==> src/rtl/pwg_pkg.sv <==
package pwg_pkg;
  localparam int ADDR_W     = 4;
  localparam int PARTS      = 1 << ADDR_W;
  localparam int KEY_LEN    = 20;
  localparam int LOAD_READS = PARTS / ADDR_W;
  localparam int STEP_W     = $clog2(KEY_LEN + LOAD_READS);
  localparam int IDX_W      = $clog2(LOAD_READS);

  typedef logic [ADDR_W-1:0] nib_t;
  typedef logic [STEP_W-1:0] step_t;
  typedef logic [IDX_W-1:0]  idx_t;

  // Key nibble in {z,y,x,w} form for a given step.
  function automatic nib_t key_at(input int idx);
    nib_t v;
    case (idx)
      0:  v = 4'hF;
      1:  v = 4'hE;
      2:  v = 4'h7;
      3:  v = 4'h7;
      4:  v = 4'h3;
      5:  v = 4'h9;
      6:  v = 4'hC;
      7:  v = 4'hE;
      8:  v = 4'h7;
      9:  v = 4'h3;
      10: v = 4'h9;
      11: v = 4'h4;
      12: v = 4'h2;
      13: v = 4'h4;
      14: v = 4'hA;
      15: v = 4'h6;
      16: v = 4'h9;
      17: v = 4'h1;
      18: v = 4'h0;
      default: v = 4'h5;
    endcase
    return v;
  endfunction
endpackage

==> src/rtl/pwg_strobe_decode.sv <==
module pwg_strobe_decode (
  input  logic clk,
  input  logic rst_n,
  input  logic ce_in_n,
  input  logic we_in_n,
  input  logic part_en,
  input  logic pwr_fail,
  output logic en_eff,
  output logic rd_evt,
  output logic wr_evt
);
  logic ce_q, ce_d;
  logic en_lat_q, en_lat_d;

  always_comb begin
    ce_d     = ce_in_n;
    en_lat_d = en_lat_q;
    if (!pwr_fail) en_lat_d = part_en;
  end

  always_ff @(posedge clk or negedge rst_n) begin
    if (!rst_n) begin
      ce_q     <= 1'b1;
      en_lat_q <= 1'b0;
    end else begin
      ce_q     <= ce_d;
      en_lat_q <= en_lat_d;
    end
  end

  assign en_eff = pwr_fail ? en_lat_q : part_en;
  assign rd_evt = en_eff & ce_q & ~ce_in_n & we_in_n;
  assign wr_evt = en_eff & ~ce_in_n & ~we_in_n;
endmodule

==> src/rtl/pwg_key_matcher.sv <==
module pwg_key_matcher
  import pwg_pkg::*;
(
  input  logic  clk,
  input  logic  rst_n,
  input  logic  rd_evt,
  input  logic  wr_evt,
  input  nib_t  addr,
  output step_t step,
  output logic  load_en,
  output idx_t  load_idx
);
  localparam step_t KEY_END   = step_t'(KEY_LEN);
  localparam step_t LOAD_LAST = step_t'(KEY_LEN + LOAD_READS - 1);

  step_t step_q, step_d;
  logic  in_load;

  assign in_load = (step_q >= KEY_END);

  always_comb begin
    step_d = step_q;
    if (wr_evt) begin
      step_d = '0;
    end else if (rd_evt) begin
      if (!in_load) begin
        if (addr == key_at(int'(step_q)))
          step_d = step_q + step_t'(1);
        else if (addr == key_at(0))
          step_d = step_t'(1);
        else
          step_d = '0;
      end else if (step_q == LOAD_LAST) begin
        step_d = '0;
      end else begin
        step_d = step_q + step_t'(1);
      end
    end
  end

  always_ff @(posedge clk or negedge rst_n) begin
    if (!rst_n) step_q <= '0;
    else        step_q <= step_d;
  end

  assign step     = step_q;
  assign load_en  = rd_evt & ~wr_evt & in_load;
  assign load_idx = idx_t'(step_q - KEY_END);
endmodule

==> src/rtl/pwg_region_map.sv <==
module pwg_region_map
  import pwg_pkg::*;
(
  input  logic             clk,
  input  logic             rst_n,
  input  logic             load_en,
  input  idx_t             load_idx,
  input  nib_t             addr,
  input  logic             en_eff,
  input  logic             we_in_n,
  output logic [PARTS-1:0] prot_map,
  output logic             we_out_n
);
  logic [PARTS-1:0] map_q;

  for (genvar g = 0; g < LOAD_READS; g++) begin : g_grp
    logic grp_ce;
    assign grp_ce = load_en && (load_idx == idx_t'(g));
    always_ff @(posedge clk or negedge rst_n) begin
      if (!rst_n)      map_q[g*ADDR_W +: ADDR_W] <= '0;
      else if (grp_ce) map_q[g*ADDR_W +: ADDR_W] <= addr;
    end
  end

  assign prot_map = map_q;
  assign we_out_n = ~en_eff | we_in_n | map_q[addr];
endmodule

==> src/rtl/partition_write_guard.sv <==
module partition_write_guard
  import pwg_pkg::*;
(
  input  logic             clk,
  input  logic             rst_n,
  input  logic             ce_in_n,
  input  logic             we_in_n,
  input  logic [ADDR_W-1:0] addr_hi,
  input  logic             part_en,
  input  logic             pwr_fail,
  output logic             we_out_n,
  output logic [PARTS-1:0] prot_map
);
  logic  en_eff, rd_evt, wr_evt, load_en;
  step_t step;
  idx_t  load_idx;

  pwg_strobe_decode u_dec (
    .clk(clk), .rst_n(rst_n), .ce_in_n(ce_in_n), .we_in_n(we_in_n),
    .part_en(part_en), .pwr_fail(pwr_fail),
    .en_eff(en_eff), .rd_evt(rd_evt), .wr_evt(wr_evt)
  );

  pwg_key_matcher u_match (
    .clk(clk), .rst_n(rst_n), .rd_evt(rd_evt), .wr_evt(wr_evt),
    .addr(addr_hi), .step(step), .load_en(load_en), .load_idx(load_idx)
  );

  pwg_region_map u_map (
    .clk(clk), .rst_n(rst_n), .load_en(load_en), .load_idx(load_idx),
    .addr(addr_hi), .en_eff(en_eff), .we_in_n(we_in_n),
    .prot_map(prot_map), .we_out_n(we_out_n)
  );
endmodule

==> config.mk <==
export PLATFORM = sky130hd
export DESIGN_NAME = partition_write_guard
export DESIGN_NICKNAME = d
export VERILOG_FILES = /design/src/rtl/pwg_pkg.sv /design/src/rtl/pwg_strobe_decode.sv /design/src/rtl/pwg_key_matcher.sv /design/src/rtl/pwg_region_map.sv /design/src/rtl/partition_write_guard.sv
export SDC_FILE = /design/constraint.sdc
export NUM_CORES = 1
export LEC_CHECK = 0
export BUFFER_PORTS_ARGS = -buffer_cell sky130_fd_sc_hd__buf_2
export CAP_MARGIN = 10
export CORE_MARGIN = 2
export CORE_UTILIZATION = 50
export DETAILED_ROUTE_END_ITERATION = 12
export PLACE_DENSITY = 0.75
export SETUP_SLACK_MARGIN = 0.05
export SYNTH_ARGS = -nofsm -noshare
export SYNTH_HDL_FRONTEND = slang
export SYNTH_SLANG_ARGS = --single-unit
==> constraint.sdc <==
create_clock -name clk -period 2.23 [get_ports clk]
set_input_delay 0.1115 -clock clk [delete_from_list [all_inputs] [get_ports clk]]
set_output_delay 0.1115 -clock clk [all_outputs]
set_load 0.02 [all_outputs]
---- After elaboration in Yosys (flattened, before gate mapping) ----
Memories as Yosys holds them, arrays and structs flattened.
Cells that the tools add are included.
W data, S select, Z words.
operators by class
  add/sub/neg operators ................... 2
  reduce and logical (&&, ||, !) cells .... 6
  $lt $le $gt $ge ......................... 2
  equality and inequality tests ........... 6
  bitwise gates (word level) .............. 13
  muxes and demuxes ....................... 12
operators by type and width
  cell                   count
  $mux W5                5
  $mux W4                3
  $and A1 B1 Y1          7
  $add A5 B1 Y5 const B  1
  $eq A5 B5 Y1 const B   1
  $ge A5 B5 Y1 const B   1
  $lt A4 B5 Y1 const B   1
  $bmux W1 S4            1
  $eq A2 B2 Y1 const B   2
  $eq A4 B4 Y1           1
  $eq A4 B4 Y1 const B   1
  $logic_and A1 B1 Y1    4
  $not A1 Y1             4
  $mux W1                3
  $eq A2 B1 Y1 const B   1
  $logic_not A2 Y1       1
  $or A1 B1 Y1           2
  $reduce_bool A2 Y1     1
  $sub A2 B1 Y2 const B  1
word-level totals
  memories kept ........................... 1
  bits in read-only memories .............. 128
  register bits ........................... 23
  output and inout bits ................... 17
memory list
  name              words  width  rd ports  clocked after Yosys merged registers in  write ports  line           source
  (name not given)  32     4      1         0                                        0            pwg_pkg.sv:16  case (idx)

---- Depth between registers and ports, before layout ----
Gate-level depths: netlist (run 1).
  depth in word-level cells ............... 11
  gate-level depth with buffers ........... 10

---- Hierarchy ----
A second synthesis (run 1) with hierarchy kept.
unflattened totals
  cell total of the unflattened synthesis .. 131
  area, all modules ....................... 1498.9 µm²
modules (own cells, without submodules)
  module             times used  cells an instance  area an instance (µm²)
  pwg_region_map     1           53                 784.5
  pwg_key_matcher    1           71                 630.6
  pwg_strobe_decode  1           7                  83.8

---- Worst setup path after synthesis (run 1) ----
OpenSTA, ideal clock, no wires.
  path type ............................... register to register
  start point ............................. register u_match.step_q[1], in the netlist u_match.step[1]
  end point ............................... register u_match.step_q[0], in the netlist u_match.step[0]
  required time ........................... 2.108 ns
  setup time .............................. 0.122 ns
  buffers on the path ..................... 0
  path slack .............................. 0.093 ns
  arrival time ............................ 2.016 ns
  cell stages (with the launch flop) ...... 9
  cells stage by stage .................... dfrtp_1 ha_1 inv_1 ha_1 a221oi_2 xnor2_1 o211ai_1 or3_1 a32o_1
between the ends
  longest elaborated chain between the ends .. 9
  elaborated cells between the ends (all ways) .. 12
ends and longest elaborated chain
  item                    line                   source
  from (decl)             pwg_key_matcher.sv:16  step_t step_q, step_d;
  from (signal assigned)  pwg_key_matcher.sv:43  else step_q <= step_d;
  $mem_v2 Z32 W4          -
  $mux W4                 pwg_key_matcher.sv:26  if (!in_load) begin
  $mux W4                 pwg_key_matcher.sv:25  end else if (rd_evt) begin
  $mux W4                 pwg_key_matcher.sv:23  if (wr_evt) begin
  $eq A4 B4 Y1            pwg_key_matcher.sv:27  if (addr == key_at(int'(step_q)))
  $mux W5                 pwg_key_matcher.sv:27
  $mux W5 *               pwg_key_matcher.sv:26
  $mux W5 *               pwg_key_matcher.sv:25
  $mux W5 *               pwg_key_matcher.sv:23
Mark *: on every way between the ends. The rest lies on a longest branch, timed or not. The select of a mux whose other input is x is not followed.
A chain may end at the register's enable or synchronous reset.

---- Final worst setup path (run 1) ----
  start point ............................. register u_map.map_q[15], in the netlist u_map.prot_map[15]
  end point ............................... output we_out_n
between the ends
  longest elaborated chain between the ends .. 3
ends and longest elaborated chain
  item                               line                         source
  from (decl)                        pwg_region_map.sv:14         logic [PARTS-1:0] map_q;
  from (signal, indexed assignment)  pwg_region_map.sv:21         else if (grp_ce) map_q[g*ADDR_W +: ADDR_W] <= addr;
  $bmux W1 S4                        pwg_region_map.sv:26         assign we_out_n = ~en_eff | we_in_n | map_q[addr];
  $mux W1 (not written as such)      pwg_region_map.sv:26
  $or A1 B1 Y1                       pwg_region_map.sv:26
  to (decl)                          partition_write_guard.sv:11  output logic we_out_n,
No other way between the ends. The select of a mux whose other input is x is not followed.

==> qor_table.md, run 1 <==
| Result | Reported | Unit |
|---|---|---|
| Average routed wire per standard cell | 18.1 | um |
| Setup-failing EPs final | 2 | - |
| Internal cell power | 0.526 | mW |
| 1st-pass router iterations | 4 | - |
| DRC violation total after the first TritonRoute iteration | 32 | - |
| Clock Latency Late Sink | 0.33 | ns |
| Sw frac | 26.7 | % |
| Portion of the clock cycle consumed by the worst path in the final layout | 102 | % |
| Power consumption | 0.717 | mW |
| Number of CTS-inserted buffers | 3 | - |
| Arrival time of data at the critical path endpoint | 2.16 | ns |
| Via count of the first global-routing pass | 1138 | - |
| Die Y-Extent | 59.3 | um |
| Fraction of power consumed by combinational cells | 12.4 | % |
| Reported net switching power | 0.191 | mW |
| Vias post-DR | 1144 | - |
| Hold violation count in the final report | 0 | - |
| Final global-route overflow total | 0 | - |
| Total nets after synthesis | 138 | - |
| Combinational family with the most area after synthesis | multiplexers | - |
| Synthesis-to-layout area growth | 26.7 | % |
| Share of final-layout standard cells stronger than drive strength 1 | 57.5 | % |
| Cell taking the most area after synthesis | sky130_fd_sc_hd__dfrtp_1 | - |
| Biggest area contributors in the synthesized netlist | sky130_fd_sc_hd__dfrtp_1, sky130_fd_sc_hd__mux2_4, sky130_fd_sc_hd__mux4_2 | - |
| Worst relative slew slack | 65.6 | % |
| Outcome | finished with violations | - |
| Count of buffers inserted at the top-level ports | 26 | - |
| Post-route setup TNS | -0.0836 | ns |
| Total die area | 3520 | um2 |
| TritonCTS clock tree | done | - |
| Placed standard-cell area | 1700 | um2 |
| Post-Syn Area | 1530 | um2 |
| Clock power frac | 28.6 | % |
| HPWL after detailed placement | 2430 | um |
| Clock period minus worst slack | 2.27 | ns |
| Path depth of the worst reg2reg path | 8 | - |
| Final slew viol count | 0 | - |
| Number of antenna repair diodes | 0 | - |
| Maximum net fanout on the critical path | 2 | - |
| Number of primary I/O pins | 27 | - |
| Fraction of the yosys area taken by sequential cells | 37.7 | % |
| Number of maximum-capacitance violations | 0 | - |
| Root Driver | sky130_fd_sc_hd__clkbuf_4 | - |
| H-tree Lvls | 1 | - |
| Power per cell area | 369 | nW/um2 |
| Worst R2R Setup Slack | -0.04 | ns |
| Cell count of the worst hold path | 3 | - |
| Distinct cell type count after synthesis | 42 | - |
| Skew final | 0.00888 | ns |
| Synthesized-area fraction occupied by xor and xnor cells | 1.72 | % |
| Unrepaired setup endpoints after global routing | yes | - |
| Required time of the critical path | 2.12 | ns |
| Placeable core area | 2980 | um2 |
| Worst hold-check slack | 0.0794 | ns |
| Routability cong. | 0.908 | - |
| Compound-Gate Fraction of Synth Area | 11.5 | % |
| Clock Pin Slew Worst Setup and Hold Paths | 0.13 | ns |
| Simple-Gate Fraction of Synth Area | 13.2 | % |
| Slew @ Worst Pin | 0.516 | ns |
| Synth Area per Inst | 12.7 | um2 |
| Leakage | 1.03 | nW |
| Vias per Instance | 5.72 | - |
| Cell area after layout | 1940 | um2 |
| Yosys warnings | 0 | - |
| Sinks on the clock net | 23 | - |
| Pin count of the biggest net entering global routing | 24 | - |
| Type of the worst setup path | flip-flop to output port | - |
| Violations in the final reports | negative setup slack | - |
| Global-route wire length before repair | 5590 | um |
| Filler Cell Count | 217 | - |
| Type of the most critical hold path | input port to flip-flop | - |
| Die width | 59.3 | um |
| Fraction of synthesized area in multiplexers | 25.7 | % |
| GRT Overall Usage | 21.8 | % |
| Post-placement cell count | 180 | - |
| Post-route non-filler standard cell count | 200 | - |
| Crit. End Element | output port | - |
| Fin nets | 185 | - |
| Least setup slack across all paths after layout | -0.0435 | ns |
| CP Launch Type | flip-flop | - |
| Initial antenna violation count | 0 | - |
| Number of register bits inferred by synthesis | 23 | - |
| Number of instances in the synthesized netlist | 121 | - |
| Maximum clock path buffer count | 2 | - |
| Total wire length after detailed routing | 3620 | um |
| DRC viols | 0 | - |
| Highest achievable clock rate | 440 | MHz |
| Post-synthesis adder-cell area fraction | 5.72 | % |
| Worst IR Drop VDD | 0.229 | mV |
| Area share of the largest cell type after synthesis | 35.9 | % |
| Seq pwr share | 59.1 | % |
| Floorplan row count | 20 | - |
| Post-DRT Antenna Nets | 0 | - |
| Initial standard-cell utilization of the core | 51.4 | % |
## kinds of logic (layout without fill, tap and decap cells)
family	count (synthesis)	after routing
AND/OR/NAND/NOR	30	30
multiplexers	25	25
flip-flops	23	23
AO/OA/AOI/OAI	21	21
buffers and inverters	12	58
adder cells (fa/ha/maj)	7	7
XOR/XNOR	3	3
## critical path: stages, from the launching register on
cell	delay [ns]
sky130_fd_sc_hd__dfrtp_1	0.41
sky130_fd_sc_hd__mux4_2	0.48
sky130_fd_sc_hd__mux4_2	0.48
sky130_fd_sc_hd__or3_1	0.30
sky130_fd_sc_hd__buf_2	0.16
## power by group through the flow
stage | Sequential (mW) | Combinational (mW) | Clock (mW)
final | 0.424 | 0.0886 | 0.205
after CTS | 0.423 | 0.0827 | 0.201
after global routing | 0.424 | 0.0961 | 0.218
after global placement | 0.431 | 0.0683 | 0
after floorplan | 0.431 | 0.0419 | 0
after detailed placement | 0.431 | 0.0705 | 0
## layout make-up
cell class                 count  area [um2]  share of cell area, %
clock inverter                 1        5.00                  0.258
sequential                    23         581                   29.9
inverter                       7        26.3                   1.35
timing repair buffer          47         304                   15.7
tap                           33        41.3                   2.13
multi-input combinational     86         961                   49.5
clock buffer                   3        22.5                   1.16
## cell usage after synthesis, drive strengths merged
cell type,count
nor3,3
mux2,17
dfstp,1
and4bb,1
o211ai,3
a31oi,1
a22o,3
nor2b,4
inv,7
a41oi,1
o22ai,1
a21o,1
and3,1
mux2i,3
nand3,4
dfrtp,22
a22oi,1
a2111oi,1
buf,4
a21oi,2
xor2,1
mux4,5
a32o,2
nor2,6
o21a,1
a221oi,1
ha,7
clkbuf,1
nand3b,1
or3,3
xnor2,2
o21ai,3
nand2,7
## metal layers
layer | global-route usage [%] | vias up | part of all wire (%)
li1 | - | 538 | -
met1 | 26.9 | 567 | 42
met2 | 37.2 | 32 | 52
met3 | 3.28 | 7 | 3.5
met4 | 10.1 | 0 | 1.9
met5 | 0 | - | 0
## per-stage QoR
step	utilization (%)	worst slack [ns]
after global routing	65.2	-0.127
after floorplan	-	0.0927
after detailed placement	57.1	-0.00574
after CTS	63.0	-0.0348
final	65.2	-0.0435
after global placement	57.1	0.0829
## sequential cells by signal, summed over array words and instances (netlist names)
register        flops
u_dec.en_lat_q      1
u_dec.ce_q          1
u_map.prot_map     16
u_match.step        5
## final timing paths
kind | from | end
max in group asynchronous | rst_n | u_match.step[0]$_DFFE_PN0P_
setup reg to reg | u_match.step[0]$_DFFE_PN0P_ | u_match.step[0]$_DFFE_PN0P_
setup / recovery | u_map.prot_map[15]$_DFFE_PN0P_ | we_out_n
min in group asynchronous | rst_n | u_map.prot_map[5]$_DFFE_PN0P_
hold reg to reg | u_map.prot_map[2]$_DFFE_PN0P_ | u_map.prot_map[2]$_DFFE_PN0P_
hold / removal | part_en | u_dec.en_lat_q$_DFF_PN0_
## cells in the final DEF, fill, tap and decap left out, drive strengths merged, types with 4 or more instances in the layout
cell,synthesis,layout
mux4,5,5
inv,7,7
nand2,7,7
dfrtp,22,22
nor2b,4,4
buf,4,45
nand3,4,4
ha,7,7
mux2,17,17
nor2,6,6
## timing repair
action,4_1_cts,5_1_grt
buffers inserted,10,4
hold buffers,2,0
gates resized for setup,12,7
hold endpoints to repair,23,0
pin swaps,5,2
endpoints found under the setup margin,4,6
No activity file was read; power rests on OpenSTA's default activity.
==> run 2: changes to the inputs <==
Settings changed: SKIP_LAST_GASP from default to 1, TNS_END_PERCENT from default to 30.
==> qor_table.md, run 2 (synthesis results as in run 1) <==
| Result | Reported | Unit | Delta |
|---|---|---|---|
| Outcome | finished with violations | - |  |
| Violations in the final reports | negative setup slack | - |  |
| Skew final | 0.00527 | ns | -0.00361 ns |
| Post-DRT Antenna Nets | 0 | - | unchanged |
| Leakage | 0.993 | nW | -3.4% |
| Die Y-Extent | 59.3 | um | unchanged |
| Crit-path cells | mux4_2 -> mux4_2 -> or3_1 -> buf_2 | - |  |
| Share of final-layout standard cells stronger than drive strength 1 | 50.3 | % | -7.2 points |
| Portion of the clock cycle consumed by the worst path in the final layout | 102 | % | about the same |
| Clock period minus worst slack | 2.27 | ns | -0.00213 ns |
| TritonCTS clock tree | done | - |  |
| Largest stage delay, worst path | 0.48 | ns | about the same |
| Endpoint of the lowest-slack register-to-register path | u_match.step[3]$_DFFE_PN0P_ | - |  |
| Maximum net fanout on the critical path | 2 | - | unchanged |
| Worst hold-check slack | 0.0819 | ns | +0.00243 ns |
| Global-route wire length before repair | 5370 | um | -4.0% |
| DRC violation total after the first TritonRoute iteration | 33 | - | +3.1% |
| Number of primary I/O pins | 27 | - | unchanged |
| Final global-route overflow total | 0 | - | unchanged |
| CP Launch Type | flip-flop | - |  |
| Number of antenna repair diodes | 0 | - | unchanged |
| Clock Pin Slew Worst Setup and Hold Paths | 0.13 | ns | about the same |
| Type of the worst setup path | flip-flop to output port | - |  |
| H-tree Lvls | 1 | - | unchanged |
| Cell family contributing the most delay on the critical path | multiplexers | - |  |
| Filler Cell Count | 238 | - | +9.7% |
| Post-route setup TNS | -0.0414 | ns | +0.0422 ns |
| Worst relative slew slack | 65.7 | % | about the same |
| Number of CTS-inserted buffers | 3 | - | unchanged |
| DRC viols | 0 | - | unchanged |
| Initial antenna violation count | 0 | - | unchanged |
| Pin count of the biggest net entering global routing | 24 | - | unchanged |
| Root Driver | sky130_fd_sc_hd__clkbuf_4 | - |  |
| Placeable core area | 2980 | um2 | unchanged |
| Die width | 59.3 | um | unchanged |
| Final Core Density | 61.5 | % | -3.7 points |
| Clock Latency Late Sink | 0.32 | ns | about the same |
| Most used cells in the layout excluding fill and tap cells | sky130_fd_sc_hd__buf_2, sky130_fd_sc_hd__dfrtp_1, sky130_fd_sc_hd__mux2_4, sky130_fd_sc_hd__buf_4, sky130_fd_sc_hd__ha_1 | - |  |
| Hold endpoint | u_dec.en_lat_q$_DFF_PN0_ | - |  |
| Least setup slack across all paths after layout | -0.0414 | ns | +0.00213 ns |
| Average routed wire per standard cell | 17.3 | um | -4.5% |
| Number of maximum-capacitance violations | 0 | - | unchanged |
| Final slew viol count | 0 | - | unchanged |
| Initial standard-cell utilization of the core | 51.4 | % | unchanged |
| Vias post-DR | 1111 | - | -2.9% |
| Vias per Instance | 5.67 | - | -0.90% |
| Pre-CTS setup slack | -0.00574 | ns | unchanged |
| Sinks on the clock net | 23 | - | unchanged |
| Total area of multi-input combinational cells | 895 | um2 | -6.9% |
| Maximum clock path buffer count | 2 | - | unchanged |
| Hold path startpoint | part_en | - |  |
| 1st-pass router iterations | 4 | - | unchanged |
| Crit. End Element | output port | - |  |
| Flip-flop count of the largest register, all copies and words added | 16 | - | unchanged |
| Worst IR Drop VDD | 0.227 | mV | -0.96% |
| Routability cong. | 0.908 | - | unchanged |
| Slew @ Worst Pin | 0.515 | ns | -0.000790 ns |
| Cell seen most often among critical-path stages | sky130_fd_sc_hd__mux4_2 | - |  |
| Synthesis-to-layout area growth | 19.6 | % |  |
| Via count of the first global-routing pass | 1115 | - | -2.0% |
| Reg-to-reg startpoint | u_match.step[0]$_DFFE_PN0P_ | - |  |
| Hold violation count in the final report | 0 | - | unchanged |
| HPWL after detailed placement | 2430 | um | unchanged |
| Count of buffers inserted at the top-level ports | 26 | - | unchanged |
| Most frequent standard cell in the layout excluding fill and tap cells | sky130_fd_sc_hd__buf_2 | - |  |
| Type of the most critical hold path | input port to flip-flop | - |  |
| Total die area | 3520 | um2 | unchanged |
| Critical Path Slowest Stage Cell | sky130_fd_sc_hd__mux4_2 | - |  |
| Arrival time of data at the critical path endpoint | 2.16 | ns | about the same |
| Highest achievable clock rate | 440 | MHz | about the same |
| Reg area | 579 | um2 | -0.22% |
| Floorplan row count | 20 | - | unchanged |
| Total wire length after detailed routing | 3380 | um | -6.4% |
| Power per cell area | 382 | nW/um2 | +3.3% |
| Unrepaired setup endpoints after global routing | yes | - |  |
| Worst R2R Setup Slack | 0.01 | ns | +0.05 ns |
| Path depth of the worst reg2reg path | 9 | - | +1 |
| Setup-failing EPs final | 1 | - | -1 |
| Fin nets | 181 | - | -2.2% |
| Required time of the critical path | 2.12 | ns | about the same |
| Cell count of the worst hold path | 3 | - | unchanged |
| GRT Overall Usage | 20.9 | % | -0.92 points |
| Total buffers and inverters traversed by the critical path | 1 | - | unchanged |
[run 2: cell type report]
type / instances / area share [%]
multi-input combinational: 86 / 48.8
tap: 33 / 2.25
timing repair buffer: 43 / 14.3
inverter: 7 / 1.43
clock inverter: 1 / 0.273
clock buffer: 3 / 1.23
sequential: 23 / 31.6
[run 2: per-stage QoR]
step | instances | instance area (um2) | power (mW)
detailed placement | 180 | 1700 | 0.502
global route | 196 | 1830 | 0.723
finish | 196 | 1830 | 0.699
CTS | 194 | 1810 | 0.698
floorplan | 121 | 1530 | 0.473
global placement | 180 | 1700 | 0.500
[run 2: worst max-delay path by stage]
stage	start	to	slack (ns)	cells after the start
floorplan	u_match.step[1]$_DFFE_PN0P_	u_match.step[0]$_DFFE_PN0P_	0.09	8
global placement	u_match.step[0]$_DFFE_PN0P_	u_match.step[0]$_DFFE_PN0P_	0.08	8
detailed placement	u_match.step[0]$_DFFE_PN0P_	u_match.step[0]$_DFFE_PN0P_	-0.006	8
CTS	u_map.prot_map[15]$_DFFE_PN0P_	we_out_n	-0.03	4
global route	u_map.prot_map[2]$_DFFE_PN0P_	we_out_n	-0.09	4
finish	u_map.prot_map[15]$_DFFE_PN0P_	we_out_n	-0.04	4
[run 2: worst reg2reg max path, delay by kind of cell, from the launching register on]
family,cells,cell delay (ns)
flops,1,0.44
fa+ha+maj,1,0.22
buf+inv,2,0.25
compound gates,6,1.22
[run 2: routing by layer]
| metal | wire, um | vias to the layer above | track usage (%) | share of wire, % |
|---|---|---|---|---|
| met1 | 1490 | 542 | 26.5 | 44 |
| li1 | - | 530 | - | - |
| met5 | 0 | - | 0 | 0 |
| met4 | 65 | 0 | 9.42 | 1.9 |
| met2 | 1700 | 32 | 35.2 | 50 |
| met3 | 131 | 7 | 2.84 | 3.9 |
[run 2: power breakdown]
group	total [mW]	switching [mW]	internal, mW	leakage [nW]
sequential	0.424	0.00214	0.422	0.312
clock	0.202	0.135	0.0672	0.0177
combinational	0.0739	0.0456	0.0283	0.663
[run 2: repair_timing]
item                                    in CTS  in global routing
endpoints found under the setup margin       4                  6
buffers inserted                             8                  2
pin swaps                                    0                  1
endpoints found under the hold margin       23                  0
gates resized for setup                      0                  3
hold buffers                                 2                  0
cloned                                       0                  0
==> run 3: changes to the inputs <==
Settings changed: BUFFER_PORTS_ARGS -buffer_cell sky130_fd_sc_hd__buf_2 to default, CORE_UTILIZATION 50 to 56, DONT_BUFFER_PORTS from default to 1, PLACE_DENSITY 0.75 to 0.74.
==> qor_table.md, run 3 (synthesis results as in run 1) <==
| Result | Reported | Unit | Delta |
|---|---|---|---|
| Clock period minus worst slack | 2.29 | ns | +0.0148 ns |
| Via count of the first global-routing pass | 1126 | - | +0.99% |
| DRC viols | 0 | - | unchanged |
| Post-placement cell count | 157 | - | -13% |
| Post-DRT Antenna Nets | 0 | - | unchanged |
| Flip-flop count of the largest register, all copies and words added | 16 | - | unchanged |
| Maximum net fanout on the critical path | 3 | - | +1 |
| Total die area | 3170 | um2 | -10% |
| Number of CTS-inserted buffers | 3 | - | unchanged |
| Vias post-DR | 1048 | - | -5.7% |
| Count of buffers inserted at the top-level ports | 0 | - | -100% |
| Unrepaired setup endpoints after global routing | yes | - |  |
| HPWL after detailed placement | 2210 | um | -9.0% |
| Endpoint of the lowest-slack register-to-register path | u_match.step[0]$_DFFE_PN0P_ | - |  |
| Worst IR Drop VDD | 0.367 | mV | +62% |
| Setup-failing EPs final | 1 | - | unchanged |
| Highest achievable clock rate | 437 | MHz | -0.65% |
| Worst R2R Setup Slack | 0.02 | ns | about the same |
| Initial antenna violation count | 0 | - | unchanged |
| Cell count of the worst hold path | 3 | - | unchanged |
| Most used cells in the layout excluding fill and tap cells | sky130_fd_sc_hd__mux2_4, sky130_fd_sc_hd__dfrtp_1, sky130_fd_sc_hd__buf_4, sky130_fd_sc_hd__dlygate4sd3_1, sky130_fd_sc_hd__dfrtp_2 | - |  |
| Global Route met1 Usage | 33.7 | % | +7.3 points |
| Post-route non-filler standard cell count | 170 | - | -13% |
| Pin count of the biggest net entering global routing | 24 | - | unchanged |
| Total buffers and inverters traversed by the critical path | 0 | - | -1 |
| Sinks on the clock net | 23 | - | unchanged |
| 1st-pass router iterations | 4 | - | unchanged |
| Maximum clock path buffer count | 2 | - | unchanged |
| Vias per Instance | 6.16 | - | +8.8% |
| Clock Latency Late Sink | 0.33 | ns | about the same |
| GRT Overall Usage | 23.4 | % | +2.5 points |
| Least setup slack across all paths after layout | -0.0562 | ns | -0.0148 ns |
| Hold path startpoint | ce_in_n | - |  |
| Routability cong. | 0.901 | - | -0.77% |
| Fin nets | 158 | - | -13% |
| Crit. End Element | output port | - |  |
| Die Y-Extent | 56.3 | um | -5.1% |
| Number of primary I/O pins | 27 | - | unchanged |
| Hold violation count in the final report | 0 | - | unchanged |
| Root Driver | sky130_fd_sc_hd__clkbuf_4 | - |  |
| Most frequent standard cell in the layout excluding fill and tap cells | sky130_fd_sc_hd__mux2_4 | - |  |
| Cell seen most often among critical-path stages | sky130_fd_sc_hd__mux4_2 | - |  |
| CP Launch Type | flip-flop | - |  |
| DRC violation total after the first TritonRoute iteration | 37 | - | +12% |
| TritonCTS clock tree | done | - |  |
| Placed standard-cell area | 1610 | um2 | -5.2% |
| Worst hold-check slack | 0.143 | ns | +0.0616 ns |
| Outcome | finished with violations | - |  |
| Power per cell area | 402 | nW/um2 | +5.2% |
| H-tree Lvls | 1 | - | unchanged |
| Worst relative slew slack | 33.5 | % | -32 points |
| Type of the worst setup path | flip-flop to output port | - |  |
| Initial standard-cell utilization of the core | 60.2 | % | +8.7 points |
| Final slew viol count | 0 | - | unchanged |
| Largest stage delay, worst path | 0.49 | ns | about the same |
| Path depth of the worst reg2reg path | 8 | - | -1 |
| Final Core Density | 68.6 | % | +7.1 points |
| Die width | 56.3 | um | -5.1% |
| Cell area after layout | 1750 | um2 | -4.7% |
| Synthesis-to-layout area growth | 14.0 | % |  |
| Number of maximum-capacitance violations | 0 | - | unchanged |
| Met3 usage | 4.84 | % | +2.0 points |
| Total wire length after detailed routing | 3230 | um | -4.4% |
| Hold endpoint | u_match.step[2]$_DFFE_PN0P_ | - |  |
| Share of final-layout standard cells stronger than drive strength 1 | 42.9 | % | -7.4 points |
| Crit-path cells | mux4_2 -> mux4_2 -> or3_4 | - |  |
| Floorplan row count | 18 | - | -10% |
| Top Usage Layer GRT | met1 | - |  |
| Type of the most critical hold path | input port to flip-flop | - |  |
| Skew final | 0.0124 | ns | +0.00716 ns |
| Critical Path Slowest Stage Cell | sky130_fd_sc_hd__dfrtp_2 | - |  |
| Cell family contributing the most delay on the critical path | multiplexers | - |  |
| Required time of the critical path | 2.12 | ns | about the same |
| Portion of the clock cycle consumed by the worst path in the final layout | 103 | % | +0.66 points |
| Number of antenna repair diodes | 0 | - | unchanged |
| Average routed wire per standard cell | 19.0 | um | +10% |
| Placeable core area | 2540 | um2 | -15% |
| Final global-route overflow total | 0 | - | unchanged |
| Leakage | 0.861 | nW | -13% |
| Clock Pin Slew Worst Setup and Hold Paths | 0.14 | ns | about the same |
| Pre-CTS setup slack | -0.0258 | ns | -0.0201 ns |
| Violations in the final reports | negative setup slack | - |  |
| Global-route wire length before repair | 5600 | um | +4.2% |
| Slew @ Worst Pin | 0.994 | ns | +0.479 ns |
| Reg-to-reg startpoint | u_match.step[0]$_DFFE_PN0P_ | - |  |
| Arrival time of data at the critical path endpoint | 2.17 | ns | about the same |
| GRT met2 Usage | 32.8 | % | -2.4 points |
## run 3: cell types whose count changed in the layout (fill, tap and decap cells not counted), moves of 4 or more
cell / previous run / this run
sky130_fd_sc_hd__dfrtp_2: 2 / 8
sky130_fd_sc_hd__dlygate4sd3_1: 2 / 9
sky130_fd_sc_hd__buf_2: 26 / 0
sky130_fd_sc_hd__dfrtp_1: 20 / 14
sky130_fd_sc_hd__buf_4: 15 / 11
## run 3: layout make-up
type                            instances  area [um2]
Clock buffer                            3        22.5
Clock inverter                          1        7.51
Fill cell                             192         800
Inverter                                7        26.3
Multi-Input combinational cell         86         892
Sequential cell                        23         587
Tap cell                               30        37.5
Timing Repair Buffer                   20         173
## run 3: through the flow
stage / power (mW) / TNS (ns)
2_1_floorplan: 0.473 / 0
3_5_place_dp: 0.473 / -0.0258
4_1_cts: 0.708 / -0.118
5_1_grt: 0.723 / -0.293
3_3_place_gp: 0.472 / 0
6_report: 0.701 / -0.0562
## run 3: power breakdown
group	total [mW]	switching [mW]	internal (mW)
Combinational	0.0706	0.0376	0.0330
Sequential	0.424	0.00229	0.422
Clock	0.207	0.138	0.0688
Total	0.701	0.178	0.523
## run 3: how the worst max path moves through the flow
stage,start,to,cells past startpoint
floorplan,u_match.step[1]$_DFFE_PN0P_,u_match.step[0]$_DFFE_PN0P_,8
global placement,u_match.step[0]$_DFFE_PN0P_,u_match.step[0]$_DFFE_PN0P_,8
detailed placement,u_match.step[0]$_DFFE_PN0P_,u_match.step[0]$_DFFE_PN0P_,8
CTS,u_map.prot_map[11]$_DFFE_PN0P_,we_out_n,3
global route,u_map.prot_map[11]$_DFFE_PN0P_,we_out_n,3
finish,u_map.prot_map[11]$_DFFE_PN0P_,we_out_n,3
## run 3: per-layer routing
| metal | share of wire (%) | routed length, um | vias up |
|---|---|---|---|
| met5 | 0 | 0 | - |
| met4 | 2.8 | 91 | 0 |
| met3 | 4.2 | 136 | 7 |
| met2 | 43 | 1410 | 36 |
| met1 | 49 | 1600 | 519 |
| li1 | - | - | 486 |
## run 3: worst reg2reg max path: cells and delay by family (launching register included)
kind / cells / cell delay, ns
AOI/OAI and AO/OA: 3 / 0.57
xor gates and xnor gates: 1 / 0.17
adders and majority gates: 1 / 0.27
buffers and inverters: 1 / 0.12
DFF: 1 / 0.46
and+or+nand+nor: 2 / 0.53
## run 3: repair_timing
action,CTS,global route
endpoints found under the hold margin,42,0
resized for setup,7,3
hold buffers,9,0
buffers inserted,0,0
endpoints found under the setup margin,3,6
